<file path="config.mk">
export PLATFORM = sky130hd
export DESIGN_NAME = alink_xcvr
export DESIGN_NICKNAME = d
export VERILOG_FILES = /design/src/rtl/alink_pkg.sv /design/src/rtl/alink_tick.sv /design/src/rtl/alink_chk4.sv /design/src/rtl/alink_xcvr.sv
export SDC_FILE = /design/constraint.sdc
export NUM_CORES = 1
export LEC_CHECK = 0
export BUFFER_PORTS_ARGS = -buffer_cell sky130_fd_sc_hd__buf_4
export CORE_MARGIN = 5
export CORE_UTILIZATION = 50
export DETAILED_ROUTE_END_ITERATION = 16
export PLACE_DENSITY = 0.71
export SLEW_MARGIN = 20
export SYNTH_ARGS = -nofsm -noshare
export SYNTH_HDL_FRONTEND = slang
export SYNTH_SLANG_ARGS = --single-unit
</file>
<file path="constraint.sdc">
create_clock -name clk -period 5.3 [get_ports clk]
set_input_delay 0.265 -clock clk [delete_from_list [all_inputs] [get_ports clk]]
set_output_delay 0.265 -clock clk [all_outputs]
set_load 0.05 [all_outputs]
</file>
<file path="src/rtl/alink_pkg.sv">
package alink_pkg;

  typedef enum logic [1:0] {
    OP_SEND  = 2'd0,
    OP_RECV  = 2'd1,
    OP_ZEROS = 2'd2,
    OP_BREAK = 2'd3
  } op_e;

  typedef enum logic [1:0] {
    RS_OK      = 2'd0,
    RS_TIMEOUT = 2'd1,
    RS_CHECK   = 2'd2,
    RS_DEAD    = 2'd3
  } rsp_e;

  typedef enum logic [3:0] {
    S_IDLE,
    S_TX,
    S_ZERO,
    S_BPRE,
    S_BLOW,
    S_BECHO,
    S_BPOST,
    S_HUNT,
    S_HDR,
    S_DATA,
    S_CHK
  } state_e;

  localparam logic [1:0] TAG_ACK  = 2'b00;
  localparam int         HDR_BITS = 4;
  localparam int         CHK_BITS = 4;

endpackage

</file>
<file path="src/rtl/alink_tick.sv">
module alink_tick #(
  parameter int DIV = 4
) (
  input  logic clk,
  input  logic rst,
  input  logic en,
  output logic tick
);
  localparam int W = (DIV > 1) ? $clog2(DIV) : 1;

  logic [W-1:0] cnt;

  assign tick = en && (cnt == W'(DIV - 1));

  always_ff @(posedge clk) begin
    if (rst || !en) cnt <= '0;
    else if (tick)  cnt <= '0;
    else            cnt <= cnt + 1'b1;
  end

  // the half-period counter never runs past its limit
  a_r3_cnt_range: assert property (@(posedge clk) disable iff (rst)
    cnt <= W'(DIV - 1));
endmodule

</file>
<file path="src/rtl/alink_chk4.sv">
module alink_chk4 #(
  parameter logic [3:0] POLY = 4'h3
) (
  input  logic       clk,
  input  logic       rst,
  input  logic       seed,
  input  logic       en,
  input  logic       d_i,
  output logic [3:0] rem_o
);
  function automatic logic [3:0] step(input logic [3:0] c, input logic b);
    logic fb;
    fb = c[3] ^ b;
    return {c[2:0], 1'b0} ^ (fb ? POLY : 4'h0);
  endfunction

  always_ff @(posedge clk) begin
    if (rst)       rem_o <= '0;
    else if (seed) rem_o <= step(4'h0, 1'b1);
    else if (en)   rem_o <= step(rem_o, d_i);
  end
endmodule

</file>
<file path="src/rtl/alink_xcvr.sv">
module alink_xcvr
  import alink_pkg::*;
#(
  parameter int FRAME_W      = 64,
  parameter int BITS_W       = $clog2(FRAME_W + 1),
  parameter int CNT_W        = 8,
  parameter int BYTES_W      = 3,
  parameter int DIV          = 4,
  parameter int TIMEOUT_CLKS = 40,
  parameter int PRE_BRK      = 4,
  parameter int BRK_CLKS     = 24,
  parameter int POST_BRK     = 6
) (
  input  logic               clk,
  input  logic               rst,
  input  logic               cmd_valid,
  output logic               cmd_ready,
  input  logic [1:0]         cmd_op,
  input  logic [FRAME_W-1:0] tx_word,
  input  logic [BITS_W-1:0]  tx_bits,
  input  logic [CNT_W-1:0]   zero_count,
  input  logic [CNT_W-1:0]   echo_count,
  input  logic [BYTES_W-1:0] rx_bytes,
  output logic               op_done,
  output logic [1:0]         resp_status,
  output logic [FRAME_W-1:0] resp_word,
  output logic [BITS_W-1:0]  resp_bits,
  output logic               lnk_clk,
  output logic               lnk_do,
  output logic               lnk_oe,
  output logic               lnk_trans,
  input  logic               lnk_di
);
  localparam int BYTE_MAX = (1 << BYTES_W) - 1;
  localparam int M1 = (TIMEOUT_CLKS > (1 << CNT_W)) ? TIMEOUT_CLKS : (1 << CNT_W);
  localparam int M2 = (M1 > 8 * BYTE_MAX) ? M1 : 8 * BYTE_MAX;
  localparam int M3 = (M2 > BRK_CLKS) ? M2 : BRK_CLKS;
  localparam int M4 = (M3 > PRE_BRK) ? M3 : PRE_BRK;
  localparam int MAXC = (M4 > POST_BRK) ? M4 : POST_BRK;
  localparam int RW = $clog2(MAXC + 1);
  localparam int LW = $clog2(DIV + 1) + 1;

  state_e               state;
  logic                 clk_q, do_q, oe_q, tr_q, low_q, samp_q, allones_q, done_q;
  logic [RW-1:0]        rem;
  logic [BITS_W-1:0]    idx;
  logic [FRAME_W-1:0]   word_q;
  logic [CNT_W-1:0]     echo_q;
  logic [BYTES_W-1:0]   bytes_q;
  logic [1:0]           rstat_q;
  logic [FRAME_W-1:0]   rword_q;
  logic [BITS_W-1:0]    rbits_q;
  logic                 busy, tick, rise, per_end, shift_st, seed;
  logic [3:0]           chk_rem;

  assign busy     = (state != S_IDLE);
  assign rise     = tick && low_q;
  assign per_end  = tick && !low_q;
  assign shift_st = (state == S_HDR) || (state == S_DATA) || (state == S_CHK);
  assign seed     = (state == S_IDLE) && cmd_valid && (op_e'(cmd_op) == OP_RECV);

  alink_tick #(.DIV(DIV)) u_tick (
    .clk (clk),
    .rst (rst),
    .en  (busy),
    .tick(tick)
  );

  alink_chk4 u_chk (
    .clk  (clk),
    .rst  (rst),
    .seed (seed),
    .en   (rise && shift_st),
    .d_i  (~lnk_di),
    .rem_o(chk_rem)
  );

  always_ff @(posedge clk) begin
    if (rst) begin
      state     <= S_IDLE;
      clk_q     <= 1'b1;
      do_q      <= 1'b1;
      oe_q      <= 1'b1;
      tr_q      <= 1'b1;
      low_q     <= 1'b0;
      samp_q    <= 1'b0;
      allones_q <= 1'b0;
      done_q    <= 1'b0;
      rem       <= '0;
      idx       <= '0;
      word_q    <= '0;
      echo_q    <= '0;
      bytes_q   <= '0;
      rstat_q   <= RS_OK;
      rword_q   <= '0;
      rbits_q   <= '0;
    end else begin
      done_q <= 1'b0;
      // middle of the period: clock rises, input is sampled
      if (rise) begin
        clk_q  <= 1'b1;
        low_q  <= 1'b0;
        samp_q <= ~lnk_di;
        if (shift_st) begin
          rword_q   <= {rword_q[FRAME_W-2:0], ~lnk_di};
          rbits_q   <= rbits_q + 1'b1;
          allones_q <= allones_q & ~lnk_di;
        end
      end
      case (state)
        S_IDLE: begin
          if (cmd_valid) begin
            case (op_e'(cmd_op))
              OP_SEND: begin
                oe_q <= 1'b1;
                tr_q <= 1'b1;
                if (tx_bits == '0) begin
                  done_q <= 1'b1;
                end else begin
                  state  <= S_TX;
                  word_q <= tx_word << (BITS_W'(FRAME_W) - tx_bits);
                  idx    <= tx_bits;
                  echo_q <= echo_count;
                  clk_q  <= 1'b0;
                  low_q  <= 1'b1;
                  do_q   <= 1'b0;
                end
              end
              OP_ZEROS: begin
                oe_q <= 1'b1;
                tr_q <= 1'b1;
                if (zero_count == '0) begin
                  done_q <= 1'b1;
                end else begin
                  state <= S_ZERO;
                  rem   <= RW'(zero_count);
                  clk_q <= 1'b0;
                  low_q <= 1'b1;
                  do_q  <= 1'b1;
                end
              end
              OP_BREAK: begin
                oe_q   <= 1'b1;
                tr_q   <= 1'b1;
                echo_q <= echo_count;
                state  <= S_BPRE;
                rem    <= RW'(PRE_BRK);
                clk_q  <= 1'b0;
                low_q  <= 1'b1;
                do_q   <= 1'b1;
              end
              default: begin
                oe_q      <= 1'b0;
                tr_q      <= 1'b0;
                bytes_q   <= rx_bytes;
                state     <= S_HUNT;
                rem       <= RW'(TIMEOUT_CLKS);
                rword_q   <= '0;
                rbits_q   <= '0;
                allones_q <= 1'b1;
                clk_q     <= 1'b0;
                low_q     <= 1'b1;
              end
            endcase
          end
        end
        S_TX: if (per_end) begin
          if (idx == '0) begin
            if (echo_q == '0) begin
              state  <= S_IDLE;
              done_q <= 1'b1;
            end else begin
              state <= S_ZERO;
              rem   <= RW'(echo_q);
              clk_q <= 1'b0;
              low_q <= 1'b1;
              do_q  <= 1'b1;
            end
          end else begin
            idx    <= idx - 1'b1;
            do_q   <= ~word_q[FRAME_W-1];
            word_q <= word_q << 1;
            clk_q  <= 1'b0;
            low_q  <= 1'b1;
          end
        end
        S_ZERO, S_BPOST: if (per_end) begin
          if (rem == RW'(1)) begin
            state  <= S_IDLE;
            done_q <= 1'b1;
          end else begin
            rem   <= rem - 1'b1;
            clk_q <= 1'b0;
            low_q <= 1'b1;
            do_q  <= 1'b1;
          end
        end
        S_BPRE: if (per_end) begin
          clk_q <= 1'b0;
          low_q <= 1'b1;
          if (rem == RW'(1)) begin
            state <= S_BLOW;
            rem   <= RW'(BRK_CLKS);
            do_q  <= 1'b0;
          end else begin
            rem  <= rem - 1'b1;
            do_q <= 1'b1;
          end
        end
        S_BLOW: if (per_end) begin
          clk_q <= 1'b0;
          low_q <= 1'b1;
          if (rem == RW'(1)) begin
            do_q <= 1'b1;
            if (echo_q != '0) begin
              state <= S_BECHO;
              rem   <= RW'(echo_q);
            end else begin
              state <= S_BPOST;
              rem   <= RW'(POST_BRK);
            end
          end else begin
            rem  <= rem - 1'b1;
            do_q <= 1'b0;
          end
        end
        S_BECHO: if (per_end) begin
          clk_q <= 1'b0;
          low_q <= 1'b1;
          do_q  <= 1'b1;
          if (rem == RW'(1)) begin
            state <= S_BPOST;
            rem   <= RW'(POST_BRK);
          end else begin
            rem <= rem - 1'b1;
          end
        end
        S_HUNT: if (per_end) begin
          if (samp_q) begin
            state <= S_HDR;
            rem   <= RW'(HDR_BITS);
            clk_q <= 1'b0;
            low_q <= 1'b1;
          end else if (rem == RW'(1)) begin
            state   <= S_IDLE;
            done_q  <= 1'b1;
            rstat_q <= RS_TIMEOUT;
          end else begin
            rem   <= rem - 1'b1;
            clk_q <= 1'b0;
            low_q <= 1'b1;
          end
        end
        S_HDR: if (per_end) begin
          clk_q <= 1'b0;
          low_q <= 1'b1;
          if (rem == RW'(1)) begin
            if (rword_q[1:0] == TAG_ACK && bytes_q != '0) begin
              state <= S_DATA;
              rem   <= RW'({bytes_q, 3'b000});
            end else begin
              state <= S_CHK;
              rem   <= RW'(CHK_BITS);
            end
          end else begin
            rem <= rem - 1'b1;
          end
        end
        S_DATA: if (per_end) begin
          clk_q <= 1'b0;
          low_q <= 1'b1;
          if (rem == RW'(1)) begin
            state <= S_CHK;
            rem   <= RW'(CHK_BITS);
          end else begin
            rem <= rem - 1'b1;
          end
        end
        S_CHK: if (per_end) begin
          if (rem == RW'(1)) begin
            state  <= S_IDLE;
            done_q <= 1'b1;
            if (chk_rem == 4'h0)  rstat_q <= RS_OK;
            else if (allones_q)   rstat_q <= RS_DEAD;
            else                  rstat_q <= RS_CHECK;
          end else begin
            rem   <= rem - 1'b1;
            clk_q <= 1'b0;
            low_q <= 1'b1;
          end
        end
        default: state <= S_IDLE;
      endcase
    end
  end

  assign cmd_ready   = !busy;
  assign op_done     = done_q;
  assign resp_status = rstat_q;
  assign resp_word   = rword_q;
  assign resp_bits   = rbits_q;
  assign lnk_clk     = clk_q;
  assign lnk_do      = do_q;
  assign lnk_oe      = oe_q;
  assign lnk_trans   = tr_q;

  // length of the current low half, for the period check
  logic [LW-1:0] low_len;
  always_ff @(posedge clk) begin
    if (rst || lnk_clk) low_len <= '0;
    else                low_len <= low_len + 1'b1;
  end

  // the low half lasts exactly DIV cycles
  a_r3_low_half: assert property (@(posedge clk) disable iff (rst)
    $rose(lnk_clk) |-> (low_len == LW'(DIV)));
  // data moves only with a falling clock
  a_r3_data_on_fall: assert property (@(posedge clk) disable iff (rst)
    !$fell(lnk_clk) |-> $stable(lnk_do));
  // clock rests high when idle
  a_r3_idle_high: assert property (@(posedge clk) disable iff (rst)
    cmd_ready |-> lnk_clk);
  // pad enable and translator enable move together
  a_r8_oe_pair: assert property (@(posedge clk) disable iff (rst)
    lnk_oe == lnk_trans);
  // the pad is released whenever a frame is being received
  a_r8_rx_released: assert property (@(posedge clk) disable iff (rst)
    (state == S_HUNT || shift_st) |-> !lnk_oe);
  // completion is reported only when the block is free again
  a_r2_done_ready: assert property (@(posedge clk) disable iff (rst)
    op_done |-> cmd_ready);
endmodule

</file>
==> metrics, run 1 <==
setup TNS 0 ns; number of DRC violations after detailed-routing iteration 0 1,598; via count of the first global-routing pass 11,900; HPWL after detailed placement 29,500 um; number of CTS-inserted buffers 17; cell type of the slowest stage on the worst timing path dfxtp_1; drt first pass iters 5; wire length reported by the detailed router 40,600 um; post-route core utilization 57.9%; number of max-cap violations 0; number of gates resized after CTS 0; Post-synth EDFFs 0; PwrDens 338 nW/um2; xor/xnor share of the synthesized area 1.61%; worst min-delay path class input port to flop; switching portion of total power 41.5%; FF-to-FF Start state[3]$_SDFFE_PP0P_; detail-routed via count per cell 6.47; fraction of the mapped netlist area in simple logic gates 18.9%; fraction of synthesized cell area taken by the top area cell type 27.5%; Port Buffers 174; endpoint type of the worst setup path flop; num rows 59; Ys Warns 0; critical path data arrival time 4.02 ns; net switching component of the power 2.11 mW; Area Growth Syn to Fin 14.4%; internal power contribution 2.98 mW; die span in y 172 um; number of distinct library cells after synthesis 91; maximum cell stage delay along the critical path 0.90 ns; most area-consuming cells after synthesis dfxtp_1 (28%), mux4_2 (12%), nand2_1 (6.7%); data required time at the worst endpoint 5.58 ns; # H-tree levels 4; final antenna-violating net count 0; startpoint of the worst setup timing path state[3]$_SDFFE_PP0P_; horizontal extent of the die 172 um; final estimated routing congestion in global placement 0.971; final design area excluding fillers 15,100 um2; FF+latch count, synth 181; drc violations 0; sequential cell fraction of total power 31.6%; CTS tree built; minimum clock period after layout 3.75 ns; crit path launch type flop; ratio of final minimum period to clock period 70.7%; number of setup violations in the final report 0; IO Pins 175; overall power after layout 5.09 mW; Max Fclk 0.267 GHz; CP bufs+invs 2; CTS clock-pin slew for the worst setup and hold paths 0.07 ns; Async SR Flop Fraction 0%; Peak supply drop 206 uV; Die ar. 29,700 um2; gate count after technology mapping 1,562; clock sink total 181; Comb power frac 42.2%; wire length of the first global-routing pass 64,300 um; number of setup buffers added after CTS 0; multiplexer fraction of the synthesized cell area 23.3%; Total GRT Usage 26.7%; most instantiated flip-flop cell in the synthesis netlist dfxtp_1; number of buffers on the longest clock path 2; Area after DPL 14,400 um2; cell breakdown of the critical path or4_4 > nand2_1 > inv_1 > ha_1 > inv_1 > o211ai_1 > o21ai_0 > or4_1 > a2111oi_4 > a211oi_1; cell family with most CP delay simple AND/OR/NAND/NOR gates; Vias 12,800; initial core utilization 50.7%; Post-layout nets 1,743; mean cell area of the mapped netlist 8.43 um2; Fill cells 2,397; Remaining Overflow, GRT 0; combinational family with the most area after synthesis multiplexers; post-cts hold buffer count 0; crit-path most repeated cell inv_1; path type of the worst setup path flop to flop; hold_sp lnk_di; status complete, no violations; share of cells above drive strength 1 24.4%; top fanout value on the critical path 25; mapped cell area 13,200 um2; maximum number of pins on one net before global-route repair 91; clk root buf clkbuf_16; Leak 5.50 nW; Core Box Area 26,000 um2; normalized max-slew margin 29.8%; setup repair after global routing missed its margin false; final hold viol count 0; cell accounting for the most synthesized area dfxtp_1; Max Transition Viols Final 0; complex-gate fraction of the synthesized area 21.1%; adder-cell share of the synthesized area 0.951%; setup clock skew after layout 0.0136 ns; Clk network pwr share 26.2%; per-cell routed wire length 20.5 um; Fin Hold WS 0.0377 ns; number of antenna violations at the first check in global routing 0; Least-Margin Pin Slew 1.05 ns; part of the Yosys area used for sequential elements 27.5%; nets in the synthesized netlist 1,668; clock latency of the later-clocked register in the worst-skew pair 0.44 ns; number of diodes 0
==> cells in the final DEF, fill, tap and decap left out, types with 17 or more instances in the layout <==
cell type / count
a211oi_1: 54
a21oi_1: 140
a221oi_1: 28
buf_4: 197
clkbuf_16: 17
dfxtp_1: 181
inv_1: 29
mux2_2: 70
mux2i_1: 68
mux4_2: 70
nand2_1: 235
nand3_1: 23
nor2_1: 151
nor3_1: 51
o21ai_0: 55
==> cell usage after synthesis, types with 7 or more instances <==
cell	n
a211oi_1	54
a21oi_1	140
a221oi_1	28
a22oi_1	8
a311oi_1	14
a31oi_1	12
and3_1	13
buf_1	11
buf_2	44
buf_4	22
buf_6	10
clkbuf_1	56
dfxtp_1	181
ha_1	10
inv_1	29
mux2_2	70
mux2i_1	68
mux4_2	70
nand2_1	235
nand2b_1	13
nand3_1	24
nor2_1	152
nor2b_1	9
nor3_1	51
nor4_1	12
o211ai_1	7
o21ai_0	55
o22a_1	7
o22ai_1	13
or3_1	8
xnor2_1	9
xor2_1	7
==> cell families (layout without fill, tap and decap cells) <==
kind of cell,after synthesis,count (layout)
flip-flops,181,181
multiplexers,210,210
AO/OA/AOI/OAI,412,412
buffers and inverters,173,261
XOR/XNOR,19,19
adder cells (fa/ha/maj),10,10
AND/OR/NAND/NOR,557,557
==> registers in the layout, indices dropped and copies added, names as in the netlist, 2 cells and up <==
name         count
state            4
rem              9
word_q          64
echo_q           8
resp_bits        7
bytes_q          3
u_chk.rem_o      4
resp_word       64
u_tick.cnt       2
resp_status      2
idx              7
==> layer usage <==
metal | vias up | global-route usage (%) | wire [um]
met5 | - | 0 | 0
met4 | 0 | 9.47 | 1360
met3 | 108 | 3.93 | 3550
met2 | 686 | 40.9 | 18300
met1 | 6069 | 38.5 | 17400
li1 | 5971 | - | -
==> path summary, 6_finish.rpt <==
path	end	slack, ns	cells after the start
max	rem[0]$_SDFFE_PP0P_	1.55	10
min	samp_q$_SDFFE_PP0N_	0.04	2
max reg2reg	rem[0]$_SDFFE_PP0P_	1.55	10
min reg2reg	u_tick.cnt[0]$_SDFF_PP0_	0.44	1
==> power by group through the flow <==
stage	Sequential [mW]	Combinational [mW]	Clock [mW]
final	1.61	2.15	1.33
after global routing	1.62	2.32	1.41
after detailed placement	1.63	2.10	0
after CTS	1.60	2.10	1.36
after floorplan	1.60	1.59	0
after global placement	1.63	2.08	0
==> area by class of cell <==
class,instances,area (um2),area share [%]
multi-input combinational,1208,8740,58.0
inverter,30,115,0.765
clock inverter,15,214,1.42
clock buffer,17,425,2.83
timing repair buffer,199,1520,10.1
sequential,181,3620,24.1
tap,335,419,2.78
==> through the flow <==
stage | setup slack [ns] | cells
after floorplan | 2.03 | 1562
after global placement | 1.77 | 1953
after detailed placement | 1.65 | 1953
after CTS | 1.64 | 1985
after global routing | 1.28 | 1985
final | 1.55 | 1985
==> worst register-to-register path: stages, from the launching register on <==
cell	delay [ns]
dfxtp_1	0.90
or4_4	0.32
nand2_1	0.10
inv_1	0.10
ha_1	0.53
inv_1	0.20
o211ai_1	0.14
o21ai_0	0.16
or4_1	0.70
a2111oi_4	0.36
a211oi_1	0.08
Power figures use the tool's default switching activity.
==> run 2, diff against run 1 <==
- clock period: 5.3 -> 3.8 ns (I/O delays scaled with it)
==> metrics, run 2 (same netlist as run 1, synthesis figures left out) <==
internal power contribution 4.21 mW (+41%); PwrDens 468 nW/um2 (+39%); setup clock skew after layout 0.0185 ns (+0.00486 ns); # H-tree levels 4 (unchanged); die span in y 172 um (unchanged); cell family with most CP delay compound AO/OA/AOI/OAI gates; Total GRT Usage 28.1% (+1.4 points); number of diodes 0 (unchanged); num rows 59 (unchanged); via count of the first global-routing pass 12,100 (+1.7%); initial core utilization 50.7% (unchanged); setup repair after global routing missed its margin false; cell type of the slowest stage on the worst timing path a2111oi_0; setup TNS 0 ns (unchanged); number of antenna violations at the first check in global routing 0 (unchanged); number of max-cap violations 0 (unchanged); cell breakdown of the critical path or4_4 > inv_4 > and2_1 > a32oi_4 > buf_12 > a2111oi_0 > a211oi_1; Area Growth Syn to Fin 16.9%; Max Transition Viols Final 0 (unchanged); share of cells above drive strength 1 25.4% (+0.95 points); top fanout value on the critical path 54 (+120%); ratio of final minimum period to clock period 89.6% (+19 points); number of setup violations in the final report 0 (unchanged); Core Box Area 26,000 um2 (unchanged); minimum clock period after layout 3.41 ns (-0.340 ns); sequential cell fraction of total power 30.6% (-1.0 points); CTS tree built; wire length reported by the detailed router 42,600 um (+5.0%); normalized max-slew margin 17.9% (-12 points); drt first pass iters 6 (+1); number of CTS-inserted buffers 17 (unchanged); Vias 13,100 (+1.7%); Comb power frac 43.7% (+1.5 points); net switching component of the power 3.00 mW (+42%); number of gates resized after CTS 0 (unchanged); most frequent cells in the layout nand2_1 (235), buf_4 (216), dfxtp_1 (181); CTS clock-pin slew for the worst setup and hold paths 0.08 ns (about the same); final estimated routing congestion in global placement 1.01 (+4.2%); wire length of the first global-routing pass 67,200 um (+4.5%); crit path launch type flop; number of DRC violations after detailed-routing iteration 0 1,299 (-19%); number of setup buffers added after CTS 0 (unchanged); endpoint type of the worst setup path flop; number of cells in the design after placement 1,977 (+1.2%); Die ar. 29,700 um2 (unchanged); Leak 5.67 nW (+3.2%); clk root buf clkbuf_16; maximum number of pins on one net before global-route repair 91 (unchanged); clock latency of the later-clocked register in the worst-skew pair 0.44 ns (about the same); CP bufs+invs 2 (unchanged); number of buffers on the longest clock path 2 (unchanged); final hold viol count 0 (unchanged); per-cell routed wire length 21.1 um (+3.3%); final antenna-violating net count 0 (unchanged); IO Pins 175 (unchanged); HPWL after detailed placement 31,400 um (+6.4%); critical path data arrival time 3.68 ns (-0.34 ns); maximum cell stage delay along the critical path 1.05 ns (+0.15 ns); detail-routed via count per cell 6.47 (about the same); data required time at the worst endpoint 4.07 ns (-1.51 ns); Least-Margin Pin Slew 1.20 ns (+0.153 ns); Peak supply drop 346 uV (+68%); non-filler cells, final 2,018 (+1.7%); Port Buffers 174 (unchanged); path type of the worst setup path flop to flop; status complete, no violations; Post-layout nets 1,776 (+1.9%); Clk network pwr share 25.6% (-0.6 points); drc violations 0 (unchanged); worst min-delay path class input port to flop; Remaining Overflow, GRT 0 (unchanged); leading cell type in the layout, fill and taps excluded nand2_1; Max Fclk 0.294 GHz (+10%); switching portion of total power 41.6% (+0.14 points); post-cts hold buffer count 9 (+9); clock sink total 181 (unchanged); horizontal extent of the die 172 um (unchanged)
## run 2: cell count changes in the layout (fill, tap and decap cells not counted)
cell,before,now
inv_6,1,3
buf_4,197,216
dlygate4sd3_1,0,9
clkinv_8,6,8
inv_12,4,3
buf_12,2,7
inv_8,3,0
## run 2: final timing paths
check                                                end  slack, ns                startpoint  depth (start not counted)
worst max-delay path             word_q[52]$_SDFFE_PP0P_       0.39     state[1]$_SDFFE_PP0P_                          7
worst min-delay path             bytes_q[0]$_SDFFE_PP0P_       0.02               rx_bytes[0]                          3
worst max register to register   word_q[52]$_SDFFE_PP0P_       0.39     state[1]$_SDFFE_PP0P_                          7
worst min register to register  u_tick.cnt[0]$_SDFF_PP0_       0.43  u_tick.cnt[0]$_SDFF_PP0_                          1
## run 2: cell type report
type                    instances  area, um2
inverters                      30        115
repair buffers                232       1850
well taps                     335        419
multi-input cells            1208       8740
clock buffers                  17        425
flip-flops and latches        181       3620
fillers                      2375      10600
clock inverters                15        214
## run 2: per-layer routing
metal | part of all wire (%) | global-route usage (%) | wire [um]
met2 | 46 | 43.9 | 19400
met4 | 3.6 | 10.1 | 1520
met5 | 0 | 0 | 0
met3 | 8.4 | 3.84 | 3600
met1 | 42 | 39.9 | 18100
## run 2: power groups by stage
stage | clock network, mW | registers, mW | logic [mW]
final | 1.85 | 2.21 | 3.15
after CTS | 1.88 | 2.20 | 3.08
after floorplan | 0 | 2.23 | 2.22
after global routing | 1.97 | 2.22 | 3.39
after detailed placement | 0 | 2.24 | 3.06
after global placement | 0 | 2.24 | 3.05
## run 2: worst min-delay path, cell delays in order
cell	delay, ns
buf_4	0.11
nand3_1	0.05
a21oi_1	0.05
## run 2: stage by stage
stage	power [mW]	cell area (um2)	util [%]	hold WS, ns	worst slack, ns
floorplan	4.45	13200	-	0.289	0.608
global placement	5.29	14700	56.4	0.416	0.217
detailed placement	5.30	14700	56.4	0.421	0.199
CTS	7.16	15400	59.2	0.0101	0.499
global route	7.58	15400	59.2	0.0206	0.386
finish	7.21	15400	59.2	0.0200	0.395
